## src/rtl/demux_pkg.sv

```systemverilog
package demux_pkg;
    parameter int SAMPLE_W = 8;
    localparam int WORD_W  = SAMPLE_W + 1;
    localparam int BANKS   = 2;
    localparam int OVF_BIT = SAMPLE_W;

    typedef logic [WORD_W-1:0] word_t;

    typedef enum logic {
        STEER_A = 1'b0,
        STEER_B = 1'b1
    } steer_t;
endpackage

```

## src/rtl/bank_steer.sv

```systemverilog
module bank_steer
    import demux_pkg::*;
(
    input  logic             clk,
    input  logic             rst_n,
    input  logic             valid,
    output logic [BANKS-1:0] load
);
    steer_t state_q;
    steer_t state_d;

    // Next-state logic: GO_B / GO_A on valid, STAY otherwise.
    always_comb begin
        state_d = state_q;
        if (valid) begin
            unique case (state_q)
                STEER_A: state_d = STEER_B;
                STEER_B: state_d = STEER_A;
                default: state_d = STEER_A;
            endcase
        end
    end

    // State register.
    always_ff @(posedge clk) begin
        if (!rst_n) state_q <= STEER_A;
        else        state_q <= state_d;
    end

    // Output process: the bank load enables.
    always_comb begin
        load = '0;
        if (valid) begin
            unique case (state_q)
                STEER_A: load[0] = 1'b1;
                STEER_B: load[1] = 1'b1;
                default: load    = '0;
            endcase
        end
    end

    assert_steer_moves_R2: assert property (@(posedge clk) disable iff (!rst_n)
        valid |=> (state_q != $past(state_q)));

    assert_steer_holds_R7: assert property (@(posedge clk) disable iff (!rst_n)
        !valid |=> $stable(state_q));
endmodule

```

## src/rtl/bank_reg.sv

```systemverilog
module bank_reg
    import demux_pkg::*;
(
    input  logic  clk,
    input  logic  rst_n,
    input  logic  load,
    input  word_t din,
    output word_t q,
    output logic  rdy,
    output logic  nrdy
);
    word_t q_r;
    logic  rdy_r;
    logic  nrdy_r;

    always_ff @(posedge clk) begin
        if (!rst_n) begin
            q_r    <= '0;
            rdy_r  <= 1'b0;
            nrdy_r <= 1'b1;
        end else if (load) begin
            q_r    <= din;
            rdy_r  <= ~rdy_r;
            nrdy_r <= ~nrdy_r;
        end
    end

    assign q    = q_r;
    assign rdy  = rdy_r;
    assign nrdy = nrdy_r;

    assert_load_capture_R3: assert property (@(posedge clk) disable iff (!rst_n)
        load |=> (q_r == $past(din)));

    assert_word_hold_R4: assert property (@(posedge clk) disable iff (!rst_n)
        !load |=> ($stable(q_r) && $stable(rdy_r)));

    assert_strobe_flip_R5: assert property (@(posedge clk) disable iff (!rst_n)
        load |=> (rdy_r != $past(rdy_r)));

    assert_strobe_pair_R6: assert property (@(posedge clk) disable iff (!rst_n)
        nrdy_r == ~rdy_r);
endmodule

```

## src/rtl/pingpong_demux.sv

```systemverilog
module pingpong_demux
    import demux_pkg::*;
(
    input  logic              clk,
    input  logic              rst_n,
    input  logic              smp_valid,
    input  logic [WORD_W-1:0] smp_word,
    output logic [WORD_W-1:0] bank_a_word,
    output logic              bank_a_rdy,
    output logic              bank_a_nrdy,
    output logic [WORD_W-1:0] bank_b_word,
    output logic              bank_b_rdy,
    output logic              bank_b_nrdy
);
    logic [BANKS-1:0] load;
    word_t            bank_q [BANKS];
    logic [BANKS-1:0] rdy;
    logic [BANKS-1:0] nrdy;

    bank_steer u_steer (
        .clk   (clk),
        .rst_n (rst_n),
        .valid (smp_valid),
        .load  (load)
    );

    for (genvar g = 0; g < BANKS; g++) begin : g_bank
        bank_reg u_bank (
            .clk   (clk),
            .rst_n (rst_n),
            .load  (load[g]),
            .din   (smp_word),
            .q     (bank_q[g]),
            .rdy   (rdy[g]),
            .nrdy  (nrdy[g])
        );
    end

    assign bank_a_word = bank_q[0];
    assign bank_a_rdy  = rdy[0];
    assign bank_a_nrdy = nrdy[0];
    assign bank_b_word = bank_q[1];
    assign bank_b_rdy  = rdy[1];
    assign bank_b_nrdy = nrdy[1];

    assert_single_load_R9: assert property (@(posedge clk) disable iff (!rst_n)
        $onehot0(load));

    assert_valid_loads_R2: assert property (@(posedge clk) disable iff (!rst_n)
        smp_valid |-> ($countones(load) == 1));

    assert_ovf_carried_R8: assert property (@(posedge clk) disable iff (!rst_n)
        load[0] |=> (bank_a_word[OVF_BIT] == $past(smp_word[OVF_BIT])));
endmodule

```

## config.mk

```make
export PLATFORM = sky130hd
export DESIGN_NAME = pingpong_demux
export DESIGN_NICKNAME = d
export VERILOG_FILES = /design/src/rtl/demux_pkg.sv /design/src/rtl/bank_steer.sv /design/src/rtl/bank_reg.sv /design/src/rtl/pingpong_demux.sv
export SDC_FILE = /design/constraint.sdc
export NUM_CORES = 1
export LEC_CHECK = 0
export BUFFER_PORTS_ARGS = -buffer_cell sky130_fd_sc_hd__buf_4
export CAP_MARGIN = 25
export CORE_MARGIN = 8
export CORE_UTILIZATION = 42
export DETAILED_ROUTE_END_ITERATION = 12
export GPL_TIMING_DRIVEN = 0
export MAX_ROUTING_LAYER = met4
export PLACE_DENSITY = 0.78
export SYNTH_ARGS = -nofsm -noshare
export SYNTH_HDL_FRONTEND = slang
export SYNTH_SLANG_ARGS = --single-unit
```

## constraint.sdc

```tcl
create_clock -name clk -period 0.9 [get_ports clk]
set_input_delay 0.09 -clock clk [delete_from_list [all_inputs] [get_ports clk]]
set_output_delay 0.09 -clock clk [all_outputs]
set_load 0.03 [all_outputs]
```

==> results of run 1 <==
-- cells in the final DEF, fill, tap and decap left out, drive strengths merged --
| cell type | netlist | layout |
|---|---|---|
| buf | 6 | 54 |
| nand2 | 30 | 30 |
| dfxtp | 23 | 23 |
| mux2i | 18 | 18 |
| clkbuf | 0 | 3 |
| o21ai | 3 | 3 |
| and2 | 1 | 1 |
| nor2b | 1 | 1 |
| nand2b | 1 | 1 |
| mux2 | 1 | 1 |
| nand4bb | 1 | 1 |
| and2b | 1 | 1 |
| o21a | 1 | 1 |
| a21oi | 1 | 1 |
| and3 | 1 | 1 |
| nand4b | 1 | 1 |
| clkinv | 0 | 1 |
-- layout make-up --
class | instances | area (sq um)
buffer | 6 | 60.1
clock buffer | 3 | 22.5
clock inverter | 1 | 5.00
fill | 131 | 642
multi-input combinational | 61 | 404
sequential | 23 | 492
tap | 28 | 35.0
timing repair buffer | 48 | 467
-- flip-flops by register name, summed over array words and instances (netlist names) --
register,cells
g_bank.u_bank.nrdy,2
g_bank.u_bank.rdy,2
g_bank.u_bank.q,18
u_steer.state_q,1
-- routing by layer --
layer	vias up	GRT usage [%]	part of all wire, %
met3	12	1.79	3.4
met2	32	21.3	52
met5	-	-	0
met1	391	11.4	40
met4	0	8.26	4.8
li1	402	-	-
-- metrics by stage --
stage,setup slack (ns),cell area (sq um),power (mW),utilization [%],instances
detailed placement,-0.0869,1200,1.58,56.4,150
floorplan,-0.0231,923,1.41,-,90
CTS,-0.110,1420,2.15,66.8,162
global placement,-0.0486,1200,1.57,56.4,150
finish,-0.119,1490,2.19,69.8,170
global route,-0.163,1490,2.26,69.8,170
-- worst min-delay path by stage --
stage	start	slack, ns	depth (start not counted)	endpoint
after floorplan	smp_word[2]	0.25	2	g_bank[0].u_bank.q[2]
after global placement	smp_word[2]	0.37	3	g_bank[1].u_bank.q[2]
after detailed placement	smp_word[0]	0.38	3	g_bank[0].u_bank.q[0]
after CTS	smp_word[3]	0.04	3	g_bank[1].u_bank.q[3]
after global routing	smp_word[3]	0.05	3	g_bank[1].u_bank.q[3]
final	smp_word[4]	0.04	3	g_bank[1].u_bank.q[4]
-- power by group --
part           internal (mW)  switching, mW  total, mW
sequential              1.09         0.0478       1.14
combinational          0.296          0.268      0.563
clock                  0.166          0.319      0.486
-- cells by family (layout without fill, tap and decap cells) --
| family | count (synthesis) | after routing | share of synthesized area (%) |
|---|---|---|---|
| simple gates | 37 | 37 | 19.4 |
| buf+inv | 6 | 58 | 6.55 |
| compound gates | 5 | 5 | 3.00 |
| mux | 19 | 19 | 20.9 |
| flops | 23 | 23 | 50.2 |
-- repair_timing --
action,4_1_cts,5_1_grt
resized for setup,47,2
cloned,1,0
setup endpoints to repair,43,43
setup buffers,7,8
hold buffers,0,0
-- critical path, stage by stage, from the launching register on --
cell	delay, ns
dfxtp_4	0.39
nor2b_4	0.13
buf_4	0.12
mux2_4	0.28
==> results.json, run 1 <==
{
  "syn_area_per_cell_sq_um": 10.2,
  "final.min_clock_period_ns": 1.02,
  "yosysWarningCount": 0,
  "vdd_drop_max_v": 0.000828,
  "cts_buffers": 3,
  "die_h_microns": 62.7,
  "max_slew_margin_pct": 85.8,
  "fin_crit_sh_pct": 113,
  "tightest_slew_ns": 0.213,
  "clk_path_buf_depth": 2,
  "cts_tree": "built",
  "clock-root-buffer": "clkbuf_4",
  "finalSetupViolations": 25,
  "grt_max_degree": 14,
  "r2r_cells": 3,
  "vias": 837,
  "synth_nets": 102,
  "start_util_pct": 43.1,
  "setup_slack_ns": -0.119,
  "portBuffers": 32,
  "antenna_found_initial": 0,
  "netlist_top_cells_area": "dfxtp_1 50%, mux2i_1 20%, nand2_1 12%, buf_12 4.4%, buf_2 2.2%",
  "max-cap-violations": 0,
  "r2r-start": "u_steer.state_q",
  "grt_first_pass_wirelength_microns": 3730,
  "ys_seq_area_share_pct": 50.2,
  "cp.arrival_ns": 1.24,
  "antenna_left": 0,
  "clk_latency_ns": 0.31,
  "clkTransAtPathRegs_ns": 0.13,
  "violations": "setup timing",
  "hold_violations": 0,
  "whs_ns": 0.0352,
  "place.gp.congestion": 0.764,
  "io_pins": 34,
  "synth_cells": 90,
  "syn-cell-area_sq_um": 917,
  "reg2reg_to": "g_bank[0].u_bank.nrdy",
  "cts_sinks": 23,
  "grt_usage_pct": 11.9,
  "wirelength_microns": 2580,
  "required_ns": 1.12,
  "drc_errors": 0,
  "finClkSkew_ns": 0.00592,
  "drive_gt1_share_pct": 61.3,
  "synth_cell_type_count": 16,
  "pwr_density_cell_nw_per_um2": 1470,
  "cp-start-kind": "flop",
  "crit_end": "g_bank[0].u_bank.nrdy",
  "grt_pass1_vias": 838,
  "core_area_sq_um": 2130,
  "ys_seq_elements": 23,
  "fin_setup_tns_ns": -1.39,
  "ff2ff_setup_slack_ns": -0.12,
  "wire_per_inst_microns": 15.2,
  "rsz0062_at_grt": "yes",
  "vias_per_cell": 4.92,
  "synth_commonest_cells": "30 x nand2_1, 23 x dfxtp_1, 18 x mux2i_1",
  "synth_edf_count": 0,
  "area_growth_pct": 61.9,
  "hp-class": "input port to flop",
  "crit_type": "flop to flop",
  "synth_top_area_cell": "dfxtp_1",
  "num_rows": 17,
  "drtIter0Drc": 27,
  "synthMostInstantiatedCell": "nand2_1",
  "cellLeakagePower_nw": 0.678,
  "outcome": "finished with violations",
  "endpoint_kind": "flop",
  "slew_violations": 0,
  "grt-ovfl-total": 0,
  "synth-async-reset-ratio_pct": 0,
  "cp_max_fo": 5,
  "worstSetupStartpoint": "u_steer.state_q",
  "die_area_sq_um": 3940,
  "hpwl_microns": 1680,
  "max_freq_mhz": 982,
  "die_w_microns": 62.7,
  "fin_nets": 155,
  "synth.top_cell.area_share_pct": 50.2,
  "synth_flop_cell": "dfxtp_1",
  "antenna_cells": 0,
  "firstDrtPassIters": 4,
  "cts_max_level": 1
}
Note: power is estimated with default switching activity, not from simulation.
==> inputs of run 2 (changes only) <==
Settings changed: CORE_UTILIZATION 42 to 41, SYNTH_HIERARCHICAL from default to 1.
==> run 2 against run 1 <==
  * The run still ends with setup timing left
  * Setup slack got worse by 0.071 ns
  * Total power fell by 0.83%
  * Sequential share of layout area rose by 1.5 points
  * Sequential power barely moved
  * Via count fell by 18%
  * Largest cell class is now sequential cells
==> results.json, run 2 <==
{
  "grt_first_pass_wirelength_microns": 3500,
  "regArea_sq_um": 489,
  "vias_per_cell": 4.64,
  "clock-root-buffer": "clkbuf_4",
  "vdd_drop_max_v": 0.00104,
  "synth_xor_xnor_area_share_pct": 4.01,
  "cp.arrival_ns": 1.30,
  "path_buf_inv": 1,
  "netlist_top_cells_area": "dfxtp_1 53%, mux2i_1 21%, nor2b_1 14%, buf_6 2.6%, xnor2_1 2.0%",
  "synth_top_area_cell": "dfxtp_1",
  "synth_cells": 75,
  "portBuffers": 33,
  "cp-start-kind": "flop",
  "cp.depth": 4,
  "stdcell_count": 148,
  "clk_latency_ns": 0.31,
  "core_area_sq_um": 1980,
  "reg2reg_to": "g_bank[0].u_bank/q[2]",
  "yosysWarningCount": 6,
  "grt_max_degree": 13,
  "hp-class": "input port to flop",
  "synth_flop_cell": "dfxtp_1",
  "crit_slowest_cell": "dfxtp_2",
  "antenna_cells": 0,
  "violations": "setup timing",
  "max_freq_mhz": 918,
  "ys_seq_elements": 23,
  "die_area_sq_um": 3860,
  "cts_sinks": 23,
  "drive_gt1_share_pct": 60.3,
  "synth_commonest_cells": "23 x dfxtp_1, 19 x nor2b_1, 18 x mux2i_1",
  "io_pins": 34,
  "finClkSkew_ns": 0.00561,
  "synth_cell_type_count": 12,
  "vias": 686,
  "dp_cells": 135,
  "synthMostInstantiatedCell": "dfxtp_1",
  "start_util_pct": 44.1,
  "hpwl_microns": 1430,
  "yosys.area_share.simple_pct": 18.3,
  "ff2ff_setup_slack_ns": -0.19,
  "cp_slowest_stage_delay_ns": 0.36,
  "mostFrequentLayoutCell": "dfxtp_2",
  "r2r_cells": 4,
  "worstHoldStart": "rst_n",
  "final.min_clock_period_ns": 1.09,
  "rsz0062_at_grt": "yes",
  "place.gp.congestion": 0.696,
  "crit_type": "flop to flop",
  "cellLeakagePower_nw": 0.616,
  "post-route-cell-area_sq_um": 1410,
  "die_h_microns": 62.2,
  "wirelength_microns": 2250,
  "fin_nets": 134,
  "crit_end": "g_bank[0].u_bank/q[2]",
  "synth_edf_count": 0,
  "syn-cell-area_sq_um": 873,
  "synth.top_cell.area_share_pct": 52.7,
  "synth-async-reset-ratio_pct": 0,
  "multi_input_area_sq_um": 399,
  "finalSetupViolations": 23,
  "worstSetupStartpoint": "u_steer/state_q",
  "cts_max_level": 1,
  "slew_violations": 0,
  "layout_common_cells": "23 x dfxtp_2, 22 x buf_6, 19 x nor2b_1",
  "drtIter0Drc": 26,
  "muxShareOfSynthArea_pct": 20.6,
  "cts_tree": "built",
  "synth_compound_area_share_pct": 0.860,
  "num-fill-cells": 147,
  "max_slew_margin_pct": 72.6,
  "grt_usage_pct": 11.7,
  "pwr_density_cell_nw_per_um2": 1530,
  "placed_area_sq_um": 1170,
  "endpoint_kind": "flop",
  "fin_crit_sh_pct": 121,
  "synth_fa_ha_area_share_pct": 0,
  "cp_top_family": "flip-flops",
  "outcome": "finished with violations",
  "grt_pass1_vias": 764,
  "cp_max_fo": 10,
  "antenna_found_initial": 0,
  "hold_violations": 0,
  "num_rows": 16,
  "clkTransAtPathRegs_ns": 0.12,
  "syn_area_per_cell_sq_um": 11.6,
  "die_w_microns": 62.2,
  "tightest_slew_ns": 0.411,
  "path_cells": "nor2b_4 > buf_12 > mux2i_1 > nor2b_1",
  "setup_slack_ns": -0.190,
  "firstDrtPassIters": 3,
  "max-cap-violations": 0,
  "area_growth_pct": 61.9,
  "wire_per_inst_microns": 15.2,
  "required_ns": 1.11,
  "synth_nets": 87,
  "antenna_left": 0,
  "synth_top_family_by_area": "multiplexers",
  "clk_path_buf_depth": 2,
  "grt-ovfl-total": 0,
  "cts_buffers": 3,
  "largest_reg_flops": 18,
  "r2r-start": "u_steer/state_q",
  "ys_seq_area_share_pct": 52.7,
  "drc_errors": 0
}
run 2: layout make-up:
class,instances,area share [%]
clock buffer,4,1.86
tap,27,2.39
buffer,4,3.36
sequential,23,34.6
multi-input combinational,48,28.2
timing repair buffer,42,29.6
run 2: power by group:
part / internal, mW / total (mW) / switching [mW] / leakage (nW)
sequential: 1.09 / 1.14 / 0.0446 / 0.196
combinational: 0.295 / 0.555 / 0.260 / 0.404
clock: 0.173 / 0.477 / 0.304 / 0.0150
total: 1.56 / 2.17 / 0.608 / 0.616
run 2: repair_timing:
action,CTS,global route
setup endpoints to repair,42,44
gates cloned,0,1
hold endpoints to repair,1,0
hold buffers,1,0
gates resized for setup,46,2
buffers inserted,4,3
pin swaps,0,2
run 2: stage by stage:
stage                     TNS [ns]  hold slack, ns  power [mW]  utilization [%]  setup WS, ns
final                        -2.79          0.0143        2.17             71.3        -0.190
after global routing         -4.75          0.0247        2.28             71.3        -0.263
after CTS                    -2.70         0.00982        2.16             68.5        -0.159
after detailed placement     -2.48           0.336        1.59             59.0        -0.153
after global placement       -1.99           0.326        1.58             59.0        -0.112
after floorplan              -1.11           0.207        1.42                -       -0.0939
run 2: per-layer routing:
| metal | vias up | part of all wire [%] | GRT usage [%] |
|---|---|---|---|
| li1 | 336 | - | - |
| met1 | 323 | 43 | 12.3 |
| met2 | 22 | 50 | 18.9 |
| met3 | 5 | 4.8 | 3.41 |
| met4 | 0 | 2.2 | 7.00 |
| met5 | - | 0 | - |
run 2: cells by family (layout without fill, tap and decap cells):
group,Yosys count,after routing
buffers and inverters,4,50
DFF,23,23
AOI/OAI and AO/OA,1,1
and+or+nand+nor,25,25
muxes,18,18
xor gates and xnor gates,4,4
run 2: worst min-delay path by stage:
stage,endpoint,cells past startpoint
after detailed placement,u_steer/state_q,2
final,g_bank[0].u_bank/q[8],2
after CTS,g_bank[0].u_bank/q[8],2
after global placement,u_steer/state_q,2
after global routing,g_bank[1].u_bank/q[8],2
after floorplan,u_steer/state_q,1
==> inputs of run 3 (changes only) <==
Settings changed: CORE_ASPECT_RATIO from default to 1.5, PLACE_DENSITY 0.78 to 0.68.
==> run 3 against run 2 <==
  * The run still ends with setup timing left
  * Global-route usage shrank 1.5 points
  * Worst hold slack better by 0.013 ns
  * Fmax up 3.1%
  * Critical path depth stayed put
  * Combinational power rose by 0.9%
  * Critical endpoint is now g_bank[0].u_bank/q[4]
  * Via count is 3.8% lower
  * Critical path type unchanged
  * Clock power shrank 4%
==> results.json, run 3 (synthesized netlist as in run 2, its figures left out) <==
{
  "clk_path_buf_depth": 2,
  "largest_reg_flops": 18,
  "die_h_microns": 72.5,
  "num_rows": 20,
  "r2r-start": "u_steer/state_q",
  "worstHoldStart": "rst_n",
  "fin_nets": 134,
  "crit_type": "flop to flop",
  "layout_common_cells": "23 x buf_6, 22 x dfxtp_2, 19 x nor2b_1",
  "cp_max_fo": 5,
  "grt-ovfl-total": 0,
  "final.min_clock_period_ns": 1.06,
  "finClkSkew_ns": 0.00825,
  "fin_util_pct": 70.6,
  "drc_errors": 0,
  "rsz0062_at_grt": "yes",
  "setup_slack_ns": -0.157,
  "portBuffers": 33,
  "die_w_microns": 53.7,
  "vias_per_cell": 4.62,
  "vdd_drop_max_v": 0.00127,
  "hold_path_depth": 2,
  "cp_top_family": "flip-flops",
  "max-cap-violations": 0,
  "r2r_cells": 4,
  "outcome": "finished with violations",
  "cts_sinks": 23,
  "tightest_slew_ns": 0.386,
  "worstSetupStartpoint": "u_steer/state_q",
  "min_to": "u_steer/state_q",
  "violations": "setup timing",
  "cellLeakagePower_nw": 0.627,
  "pwr_density_cell_nw_per_um2": 1510,
  "clock-root-buffer": "clkbuf_4",
  "io_pins": 34,
  "required_ns": 1.11,
  "cts_buffers": 3,
  "endpoint_kind": "flop",
  "ff2ff_setup_slack_ns": -0.16,
  "drtIter0Drc": 7,
  "drive_gt1_share_pct": 62.0,
  "cts_hold_buf": 0,
  "fin_setup_tns_ns": -2.71,
  "start_util_pct": 43.1,
  "hold_violations": 0,
  "cts_max_level": 1,
  "path_cells": "nor2b_4 > clkbuf_16 > mux2i_1 > nor2b_1",
  "clkTransAtPathRegs_ns": 0.13,
  "cp.arrival_ns": 1.27,
  "wire_per_inst_microns": 14.1,
  "slew_violations": 0,
  "hp-class": "input port to flop",
  "wirelength_microns": 2020,
  "hpwl_microns": 1350,
  "grt_first_pass_wirelength_microns": 2980,
  "place.gp.congestion": 0.695,
  "die_area_sq_um": 3890,
  "vias": 660,
  "area_growth_pct": 63.8,
  "path_buf_inv": 1,
  "grt_pass1_vias": 666,
  "cp-start-kind": "flop",
  "grt_usage_pct": 10.2,
  "whs_ns": 0.0273,
  "mostFrequentLayoutCell": "buf_6",
  "max_slew_margin_pct": 74.3,
  "crit_slowest_cell": "dfxtp_4",
  "antenna_cells": 0,
  "max_freq_mhz": 946,
  "antenna_found_initial": 0,
  "finalSetupViolations": 22,
  "grt_max_degree": 14,
  "core_area_sq_um": 2030,
  "cts_tree": "built",
  "reg2reg_to": "g_bank[0].u_bank/q[4]",
  "clk_latency_ns": 0.30,
  "cp_slowest_stage_delay_ns": 0.37,
  "firstDrtPassIters": 2,
  "antenna_left": 0,
  "fin_crit_sh_pct": 117
}
## run 3: layout make-up
class                      count  area [sq um]
timing repair buffer          42           437
clock buffer                   3          22.5
sequential                    23           492
tap                           22          27.5
fill                         156           597
multi-input combinational     48           399
buffer                         4          47.5
clock inverter                 1          5.00
## run 3: what timing repair did
action                     4_1_cts  5_1_grt
setup endpoints to repair       42       44
pin swaps                        0        1
buffers inserted                 1        6
gates resized for setup         42        8
cloned                           0        2
## run 3: worst max path at each step
stage / end / slack (ns) / depth (start not counted)
finish: g_bank[0].u_bank/q[4] / -0.16 / 4
global route: g_bank[0].u_bank/q[8] / -0.21 / 4
CTS: g_bank[1].u_bank/q[3] / -0.13 / 4
detailed placement: g_bank[0].u_bank/q[4] / -0.14 / 4
global placement: g_bank[0].u_bank/q[1] / -0.12 / 4
floorplan: g_bank[1].u_bank/rdy / -0.09 / 4
## run 3: report_power, final
group / total (mW) / switching [mW] / internal, mW
logic: 0.560 / 0.253 / 0.307
registers: 1.13 / 0.0441 / 1.09
clock network: 0.460 / 0.295 / 0.165
## run 3: per-stage QoR
step,cells,setup slack [ns],area (sq um),total power [mW]
floorplan,75,-0.0939,887,1.42
global placement,130,-0.125,1160,1.58
detailed placement,130,-0.138,1160,1.58
CTS,135,-0.132,1320,2.12
global route,143,-0.210,1430,2.26
finish,143,-0.157,1430,2.15
## run 3: routing by layer
| layer | global-route usage (%) | vias up | routed length (microns) |
|---|---|---|---|
| li1 | - | 342 | - |
| met1 | 11.5 | 299 | 874 |
| met2 | 16.6 | 17 | 1030 |
| met3 | 2.25 | 2 | 90 |
| met4 | 4.23 | 0 | 17 |
| met5 | - | - | 0 |
